`src/rtl/dac_mute_pkg.sv`:
```
package dac_mute_pkg;
  localparam int REG_W     = 8;
  localparam int BIT_AUTO  = 7;
  localparam int BIT_LINK  = 5;
  localparam int BIT_MAN_A = 4;
  localparam int BIT_MAN_B = 3;
  localparam int NCH       = 2;

  localparam logic [REG_W-1:0] REG_RST  = 8'h80;
  localparam logic [REG_W-1:0] REG_MASK = 8'hB8;

  typedef struct packed {
    logic           auto_en;
    logic           link;
    logic [NCH-1:0] man;      // index 0 = channel A, 1 = channel B
  } mute_cfg_t;
endpackage

```
`src/rtl/rst_sync.sv`:
```
module rst_sync #(
  parameter int STAGES = 2
) (
  input  logic clk,
  input  logic rst_n,
  output logic rst_ns
);
  logic [STAGES-1:0] sync_q;
  logic [STAGES-1:0] sync_d;

  always_comb begin
    sync_d = {sync_q[STAGES-2:0], 1'b1};
  end

  always_ff @(posedge clk or negedge rst_n) begin
    if (!rst_n) sync_q <= '0;
    else        sync_q <= sync_d;
  end

  assign rst_ns = sync_q[STAGES-1];
endmodule

```
`src/rtl/mute_reg.sv`:
```
module mute_reg
  import dac_mute_pkg::*;
(
  input  logic             clk,
  input  logic             rst_n,
  input  logic             we,
  input  logic [REG_W-1:0] wdata,
  output logic [REG_W-1:0] rdata,
  output mute_cfg_t        cfg
);
  logic [REG_W-1:0] reg_q;
  logic [REG_W-1:0] reg_d;

  always_comb begin
    reg_d = reg_q;
    if (we) reg_d = wdata & REG_MASK;
  end

  always_ff @(posedge clk or negedge rst_n) begin
    if (!rst_n) reg_q <= REG_RST;
    else        reg_q <= reg_d;
  end

  assign rdata       = reg_q;
  assign cfg.auto_en = reg_q[BIT_AUTO];
  assign cfg.link    = reg_q[BIT_LINK];
  assign cfg.man[0]  = reg_q[BIT_MAN_A];
  assign cfg.man[1]  = reg_q[BIT_MAN_B];
endmodule

```
`src/rtl/silence_ctr.sv`:
```
module silence_ctr #(
  parameter int SW          = 24,
  parameter int SILENCE_LEN = 8192
) (
  input  logic          clk,
  input  logic          rst_n,
  input  logic          vld,
  input  logic [SW-1:0] samp,
  input  logic          auto_en,
  output logic          hit
);
  localparam int CW = $clog2(SILENCE_LEN + 1);
  localparam logic [CW-1:0] CMAX = CW'(SILENCE_LEN);

  logic [CW-1:0] cnt_q;
  logic [CW-1:0] cnt_d;
  logic          is_static;
  logic          cnt_en;

  assign is_static = (samp == '0) || (samp == '1);
  assign cnt_en    = vld;

  always_comb begin
    cnt_d = cnt_q;
    if (cnt_en) begin
      if (!is_static)        cnt_d = '0;
      else if (cnt_q != CMAX) cnt_d = cnt_q + CW'(1);
    end
  end

  always_ff @(posedge clk or negedge rst_n) begin
    if (!rst_n) cnt_q <= '0;
    else        cnt_q <= cnt_d;
  end

  assign hit = auto_en && (cnt_q == CMAX);
endmodule

```
`src/rtl/mute_indicator.sv`:
```
module mute_indicator (
  input  logic clk,
  input  logic rst_n,
  input  logic man,
  input  logic ramp_done,
  input  logic auto_hit,
  output logic mute_en,
  output logic cond
);
  logic done_q;
  logic done_d;

  always_comb begin
    done_d = man & (done_q | ramp_done);
  end

  always_ff @(posedge clk or negedge rst_n) begin
    if (!rst_n) done_q <= 1'b0;
    else        done_q <= done_d;
  end

  assign mute_en = auto_hit | man;
  assign cond    = auto_hit | (man & done_q);
endmodule

```
`src/rtl/dac_mute_ctrl.sv`:
```
module dac_mute_ctrl
  import dac_mute_pkg::*;
#(
  parameter int SW          = 24,
  parameter int SILENCE_LEN = 8192
) (
  input  logic          clk,
  input  logic          rst_n,
  input  logic          frame_vld,
  input  logic [SW-1:0] samp_a,
  input  logic [SW-1:0] samp_b,
  input  logic          reg_we,
  input  logic [7:0]    reg_wdata,
  output logic [7:0]    reg_rdata,
  input  logic          ramp_done_a,
  input  logic          ramp_done_b,
  output logic          mute_en_a,
  output logic          mute_en_b,
  output logic          mute_ind_a,
  output logic          mute_ind_b
);
  logic            rst_ns;
  mute_cfg_t       cfg;
  logic [SW-1:0]   samp_v [NCH];
  logic [NCH-1:0]  ramp_v;
  logic [NCH-1:0]  auto_hit;
  logic [NCH-1:0]  men;
  logic [NCH-1:0]  cond;
  logic [NCH-1:0]  ind;

  assign samp_v[0] = samp_a;
  assign samp_v[1] = samp_b;
  assign ramp_v    = {ramp_done_b, ramp_done_a};

  rst_sync #(.STAGES(2)) u_rst (
    .clk    (clk),
    .rst_n  (rst_n),
    .rst_ns (rst_ns)
  );

  mute_reg u_reg (
    .clk   (clk),
    .rst_n (rst_ns),
    .we    (reg_we),
    .wdata (reg_wdata),
    .rdata (reg_rdata),
    .cfg   (cfg)
  );

  for (genvar ch = 0; ch < NCH; ch++) begin : g_ch
    silence_ctr #(.SW(SW), .SILENCE_LEN(SILENCE_LEN)) u_sil (
      .clk     (clk),
      .rst_n   (rst_ns),
      .vld     (frame_vld),
      .samp    (samp_v[ch]),
      .auto_en (cfg.auto_en),
      .hit     (auto_hit[ch])
    );

    mute_indicator u_ind (
      .clk       (clk),
      .rst_n     (rst_ns),
      .man       (cfg.man[ch]),
      .ramp_done (ramp_v[ch]),
      .auto_hit  (auto_hit[ch]),
      .mute_en   (men[ch]),
      .cond      (cond[ch])
    );

    assign ind[ch] = cfg.link ? (&cond) : cond[ch];
  end

  assign mute_en_a  = men[0];
  assign mute_en_b  = men[1];
  assign mute_ind_a = ind[0];
  assign mute_ind_b = ind[1];
endmodule

```
`config.mk`:
```
export PLATFORM = sky130hd
export DESIGN_NAME = dac_mute_ctrl
export DESIGN_NICKNAME = d
export VERILOG_FILES = /design/src/rtl/dac_mute_pkg.sv /design/src/rtl/rst_sync.sv /design/src/rtl/mute_reg.sv /design/src/rtl/silence_ctr.sv /design/src/rtl/mute_indicator.sv /design/src/rtl/dac_mute_ctrl.sv
export SDC_FILE = /design/constraint.sdc
export NUM_CORES = 1
export LEC_CHECK = 0
export CAP_MARGIN = 10
export CELL_PAD_IN_SITES_DETAIL_PLACEMENT = 0
export CELL_PAD_IN_SITES_GLOBAL_PLACEMENT = 2
export CORE_MARGIN = 2
export CORE_UTILIZATION = 30
export CTS_BUF_LIST = sky130_fd_sc_hd__clkbuf_4 sky130_fd_sc_hd__clkbuf_8
export CTS_CLUSTER_DIAMETER = 50
export CTS_CLUSTER_SIZE = 8
export DETAILED_ROUTE_END_ITERATION = 6
export DONT_BUFFER_PORTS = 1
export PLACE_DENSITY = 0.69
export SETUP_SLACK_MARGIN = 0.1
export SYNTH_ARGS = -nofsm -noshare
export SYNTH_HDL_FRONTEND = slang
export SYNTH_SLANG_ARGS = --single-unit
export TNS_END_PERCENT = 20
```
`constraint.sdc`:
```
create_clock -name clk -period 1.4 [get_ports clk]
set_input_delay 0.14 -clock clk [delete_from_list [all_inputs] [get_ports clk]]
set_output_delay 0.14 -clock clk [all_outputs]
set_load 0.005 [all_outputs]
```
======== After elaboration in Yosys (flattened, before gate mapping) ========
Index checks and enable logic that the tools add are counted.
word-level totals
  bits in registers ....................... 36
  output and inout bits ................... 12
  logic and storage cells ................. 41
operators by class
  add/subtract/negate cells ............... 2
  eq/ne operators ......................... 8
  mux-type cells .......................... 6
  bitwise gates (word level) .............. 10
  reduce and logical (&&, ||, !) cells .... 9
operators by type and width
  operator                 number
  $mux W14                 4
  $eq A24 B24 Y1 const B   2
  $logic_not A24 Y1        2
  $add A14 B1 Y14 const B  2
  $eq A14 B14 Y1 const B   2
  $ne A14 B14 Y1 const B   2
  $or A1 B1 Y1             6
  $reduce_and A2 Y1        3
  $and A1 B1 Y1            4
  $ne A2 B2 Y1 const B     2
  $logic_and A1 B1 Y1      2
  $logic_or A1 B1 Y1       2
  $mux W1                  2

======== Logic depth before layout (Yosys ltp) ========
  word-level depth ........................ 5
  gate-level depth with buffers ........... 8
  mapped depth without buffers ............ 7

======== Cells and area by module ========
Synthesis repeated with hierarchy kept, for this count alone.
second synthesis, totals
  cells, all modules ...................... 256
  area total of the unflattened synthesis .. 2253.4 um^2
modules (own cells, without submodules)
  module          times used  cells each  area each (um^2)
  silence_ctr     2           112         938.4
  mute_reg        1           17          210.2
  mute_indicator  2           4           47.5
  rst_sync        1           3           53.8
  dac_mute_ctrl   1           4           17.5

======== Worst setup path after synthesis ========
OpenSTA, ideal clock, no wires.
  path kind ............................... reg2out
  start ................................... register g_ch[0].u_sil.cnt_q[0]
  end ..................................... output mute_ind_b
  arrival ................................. 1.446 ns
  required time ........................... 1.260 ns
  path slack .............................. -0.186 ns
  stages on the path, launching flop included .. 8
  path through ............................ dfrtp_1 -> inv_1 -> ha_1 -> nor4b_1 -> and4_1 -> clkbuf_1 -> a22oi_1 -> a21oi_1
between the ends
  cells in the longest elaborated chain, start to end .. 5
ends and longest elaborated chain
  item                      line                  RTL
  start: declaration        silence_ctr.sv:15     logic [CW-1:0] cnt_q;
  start signal: assignment  silence_ctr.sv:33     else cnt_q <= cnt_d;
  $eq A14 B14 Y1            silence_ctr.sv:36     assign hit = auto_en && (cnt_q == CMAX);
  $logic_and A1 B1 Y1       silence_ctr.sv:36
  $or A1 B1 Y1              mute_indicator.sv:23  assign cond = auto_hit | (man & done_q);
  $reduce_and A2 Y1         dac_mute_ctrl.sv:70   assign ind[ch] = cfg.link ? (&cond) : cond[ch];
  $mux W1                   dac_mute_ctrl.sv:70
  end: declaration          dac_mute_ctrl.sv:20   output logic mute_ind_b
Every way passes these cells.

======== Worst setup path in the final report ========
  start ................................... register g_ch[0].u_sil.cnt_q[1]
  end ..................................... output mute_ind_b
The elaborated chain is that of the path after synthesis.

==> summary.md <==
The number of antenna violations at the first check in global routing is 0, and the gate count after technology mapping is 267. For this run, the slowest stage of the critical path takes 0.40 ns. The first global-routing pass estimated 10900 um of wire. The number of maximum-capacitance constraint violations was 0; the total die area was 8440 um^2. The actual transition at the worst max-transition pin works out to 0.725 ns. The critical-path cell with the highest stage delay was dfrtp_1. Routability-driven placement finished with a final weighted congestion of 0.766.

The run finished, with violations left. For this run, global-route usage on met1 was measured as 21.6%. The met2 capacity usage during global routing is 26.7%, and the static leakage power is 0.00135 uW.

The die extent in y works out to 91.9 um. Post-DP HPWL: 4630 um. The detailed-route wire length per cell is 14.5 um, and the filler cell count in the final layout is 781. The checks that failed: setup timing. Each instance of the synthesized netlist takes up on average 8.68 um^2. The cell area after synthesis was 2320 um^2. The initial utilization of the core area, before any placement, comes to 30.5%. The run gives 74 as the count of pins on the block boundary.

Across every metal layer, demand over resource in global routing totals 16.2%. For the distinct cell type count of the synthesized netlist, the log shows 48. The worst path uses 125% of the clock period. The tools report the iteration count of the initial detailed-routing pass as 4.

For this run, the number of Yosys warnings is 0. TritonCTS built the clock tree. In this run the number of H-tree levels came out at 2. Headroom to the max-slew limit came out at 51.3%. The final non-filler cell area came out at 3370 um^2.

Relative to the synthesized area, the layout overhead comes to 45.4%. After clock tree synthesis, the clock-pin slew on the worst setup and hold paths is 0.09 ns. The sum of buffers and inverters on the critical path was 1. The buffer levels on the longest clock path was 2. For this run the aggregate overflow at the end of global routing stands at 0. The clock latency reported for the late side of the worst-skew pair is 0.30 ns, and the final net count is 409. The number of buffers inserted by port buffering came out at 0. The signal on the critical path passes through inv_2 > ha_4 > nor4b_4 > and4_4 > a22oi_2 > a21oi_2. Setup repair after global routing could not meet its margin everywhere.

Once detail routing completed, the nets flagged for antenna violations numbered 0. The tools report the final setup slack of the worst path as -0.351 ns. The tools report the sort of element at the end of the critical path as an output port. The commonest cells after synthesis are dfrtp_1, nand2_1, inv_1. The met3 global-route usage is 3.20%. Counting flops with an async set or reset pin after synthesis yields a share of 100%. The number of enable flip-flop cells after synthesis was 0; the placed instance area was 2840 um^2.

The cell row count is 32, and the die extent in x is 91.9 um. The critical path is of the flip-flop to output port type. The path type of the worst min-delay path was input port to flip-flop. The run gives 6490 um as the wire length reported by the detailed router. The number of antenna diodes in the final layout is 0.

Power spread over the standard cell area amounts to 660 nW/um^2. Dividing the detail-routed via count by the number of cells gives 5.30. The worst setup path is launched from a flip-flop.

The core region is 7610 um^2. The share of the Yosys chip area taken by registers is 38.9%. For the via count of the first global-routing pass, the log shows 2417. In this run the clock root is driven by a clkbuf_8. Buffers inserted during clock tree synthesis total 5. Between clock sinks in the finished design, the worst skew comes to 0.0127 ns. The number of sinks handled by clock tree synthesis came out at 36. Detailed routing inserted a total of 2364 vias.

The data arrival time of the worst path is 1.61 ns. The family with the most delay on the worst path was simple AND/OR/NAND/NOR gates. In the routed design, unresolved DRC markers number 0.

Setup violations remaining at the end of the flow were counted as 22. Largest area contributor in the netlist: dfrtp_1. At the worst endpoint, the required time is 1.26 ns. The top achievable clock speed is 0.571 GHz, and the flop and latch count out of synthesis is 36. Entering global routing, the biggest net connects 25 pins. After global routing, the most crowded layer is met2. The tools report the number of design-rule violations left by the first detailed-router iteration as 82. Yosys attributes the largest share of cell area to dfrtp_1, nand2_1, nand4_1. The final hold violation count is 0. The largest fanout on the critical path is 3. In the final layout, the share of cells above drive strength 1 is 39.5%.

The cell with the most instances after synthesis was dfrtp_1. Across the VDD grid, the largest voltage drop is 0.373 mV. Across all hold checks on the routed design, the worst slack comes to 0.0432 ns. For this run, the leading register cell type out of synthesis is dfrtp_1. The top cell type by area accounts for 37.8% of the synthesized area. The number of pins exceeding their max-slew limit in the final report is 0, and the clock period minus final worst setup slack is 1.75 ns.
[power by group]
group	leakage [uW]	switching [uW]	total, uW	internal, uW
clock	0.0000548	432	969	537
combinational	0.000816	71.9	154	81.9
sequential	0.000483	35.0	1100	1060
total	0.00135	539	2220	1680
[layout by cell type, fill, tap and decap left out, types with 4 or more instances in the layout]
master,netlist,final
dlygate4sd3_1,0,10
nor2_1,17,16
o2bb2ai_1,4,4
nor4_1,15,12
clkbuf_8,1,5
inv_1,18,12
inv_2,0,5
nand3_2,0,5
o22ai_1,8,8
buf_6,2,7
dfrtp_1,35,34
nand2_1,29,27
mux2_2,4,4
buf_4,8,63
nand4_1,17,17
nand3_1,11,5
nor3_1,10,9
o221ai_1,5,5
conb_1,2,5
o211ai_1,4,4
o21ai_1,12,13
[state kept, by name (all words and copies together) (netlist names)]
register,flops
g_ch.u_ind.done_q,2
u_rst.sync_q,2
g_ch.u_sil.cnt_q,28
u_reg.rdata,4
[final timing paths]
path | startpoint | slack, ns | cells past startpoint | end
max | g_ch[0].u_sil.cnt_q[1] | -0.35 | 6 | mute_ind_b
min | frame_vld | 0.04 | 2 | g_ch[0].u_sil.cnt_q[6]
max reg2reg | g_ch[0].u_sil.cnt_q[1] | -0.27 | 9 | g_ch[0].u_sil.cnt_q[2]
min reg2reg | u_rst.sync_q[1] | 0.22 | 0 | g_ch[1].u_ind.done_q
max in group asynchronous | u_rst.sync_q[1] | 0.66 | 1 | g_ch[1].u_sil.cnt_q[2]
min in group asynchronous | rst_n | 0.06 | 1 | u_rst.sync_q[0]
[area by class of cell]
class | instances | area (um^2) | area share (%)
Clock buffer | 5 | 68.8 | 2.04
Clock inverter | 3 | 46.3 | 1.37
Inverter | 18 | 70.1 | 2.08
Multi-Input combinational cell | 201 | 1480 | 44.0
Sequential cell | 36 | 903 | 26.8
Tap cell | 102 | 128 | 3.79
Timing Repair Buffer | 81 | 672 | 19.9
[worst register-to-register path: cells and delay by family, from the launching register on]
family          cells  cell delay, ns
compound gates      2            0.21
fa+ha+maj           1            0.13
buf+inv             3            0.28
flops               1            0.40
simple gates        3            0.52
[per-stage QoR]
stage               power (uW)  worst slack [ns]  util, %  setup TNS [ns]  cells
floorplan                 1220           -0.0535        -          -0.718    270
global placement          1230            -0.253     37.4           -3.85    417
global route              2310            -0.423     44.3           -5.66    446
CTS                       2250            -0.407     42.8           -3.09    442
detailed placement        1230            -0.265     37.4           -4.09    417
finish                    2220            -0.351     44.3           -3.40    446
[what timing repair did]
item,4_1_cts,5_1_grt
pin swaps,14,15
buffers inserted,7,4
endpoints found under the hold margin,18,0
endpoints found under the setup margin,28,32
hold buffers,10,0
resized for setup,36,19
gates cloned,0,0
[layer usage]
layer / wire length (um) / share of wire [%]
met1: 2940 / 45
met5: 0 / 0
met4: 68 / 1.0
met2: 3130 / 48
met3: 344 / 5.3
[cell families after synthesis]
group	count (synthesis)	synth area share, %
AOI/OAI and AO/OA	65	20.1
xor gates and xnor gates	1	0.378
adders and majority gates	4	2.16
buffers and inverters	33	7.77
DFF	36	38.9
muxes	4	1.94
other	2	0.324
and+or+nand+nor	122	28.4
Note: power is estimated with default switching activity, not from simulation.
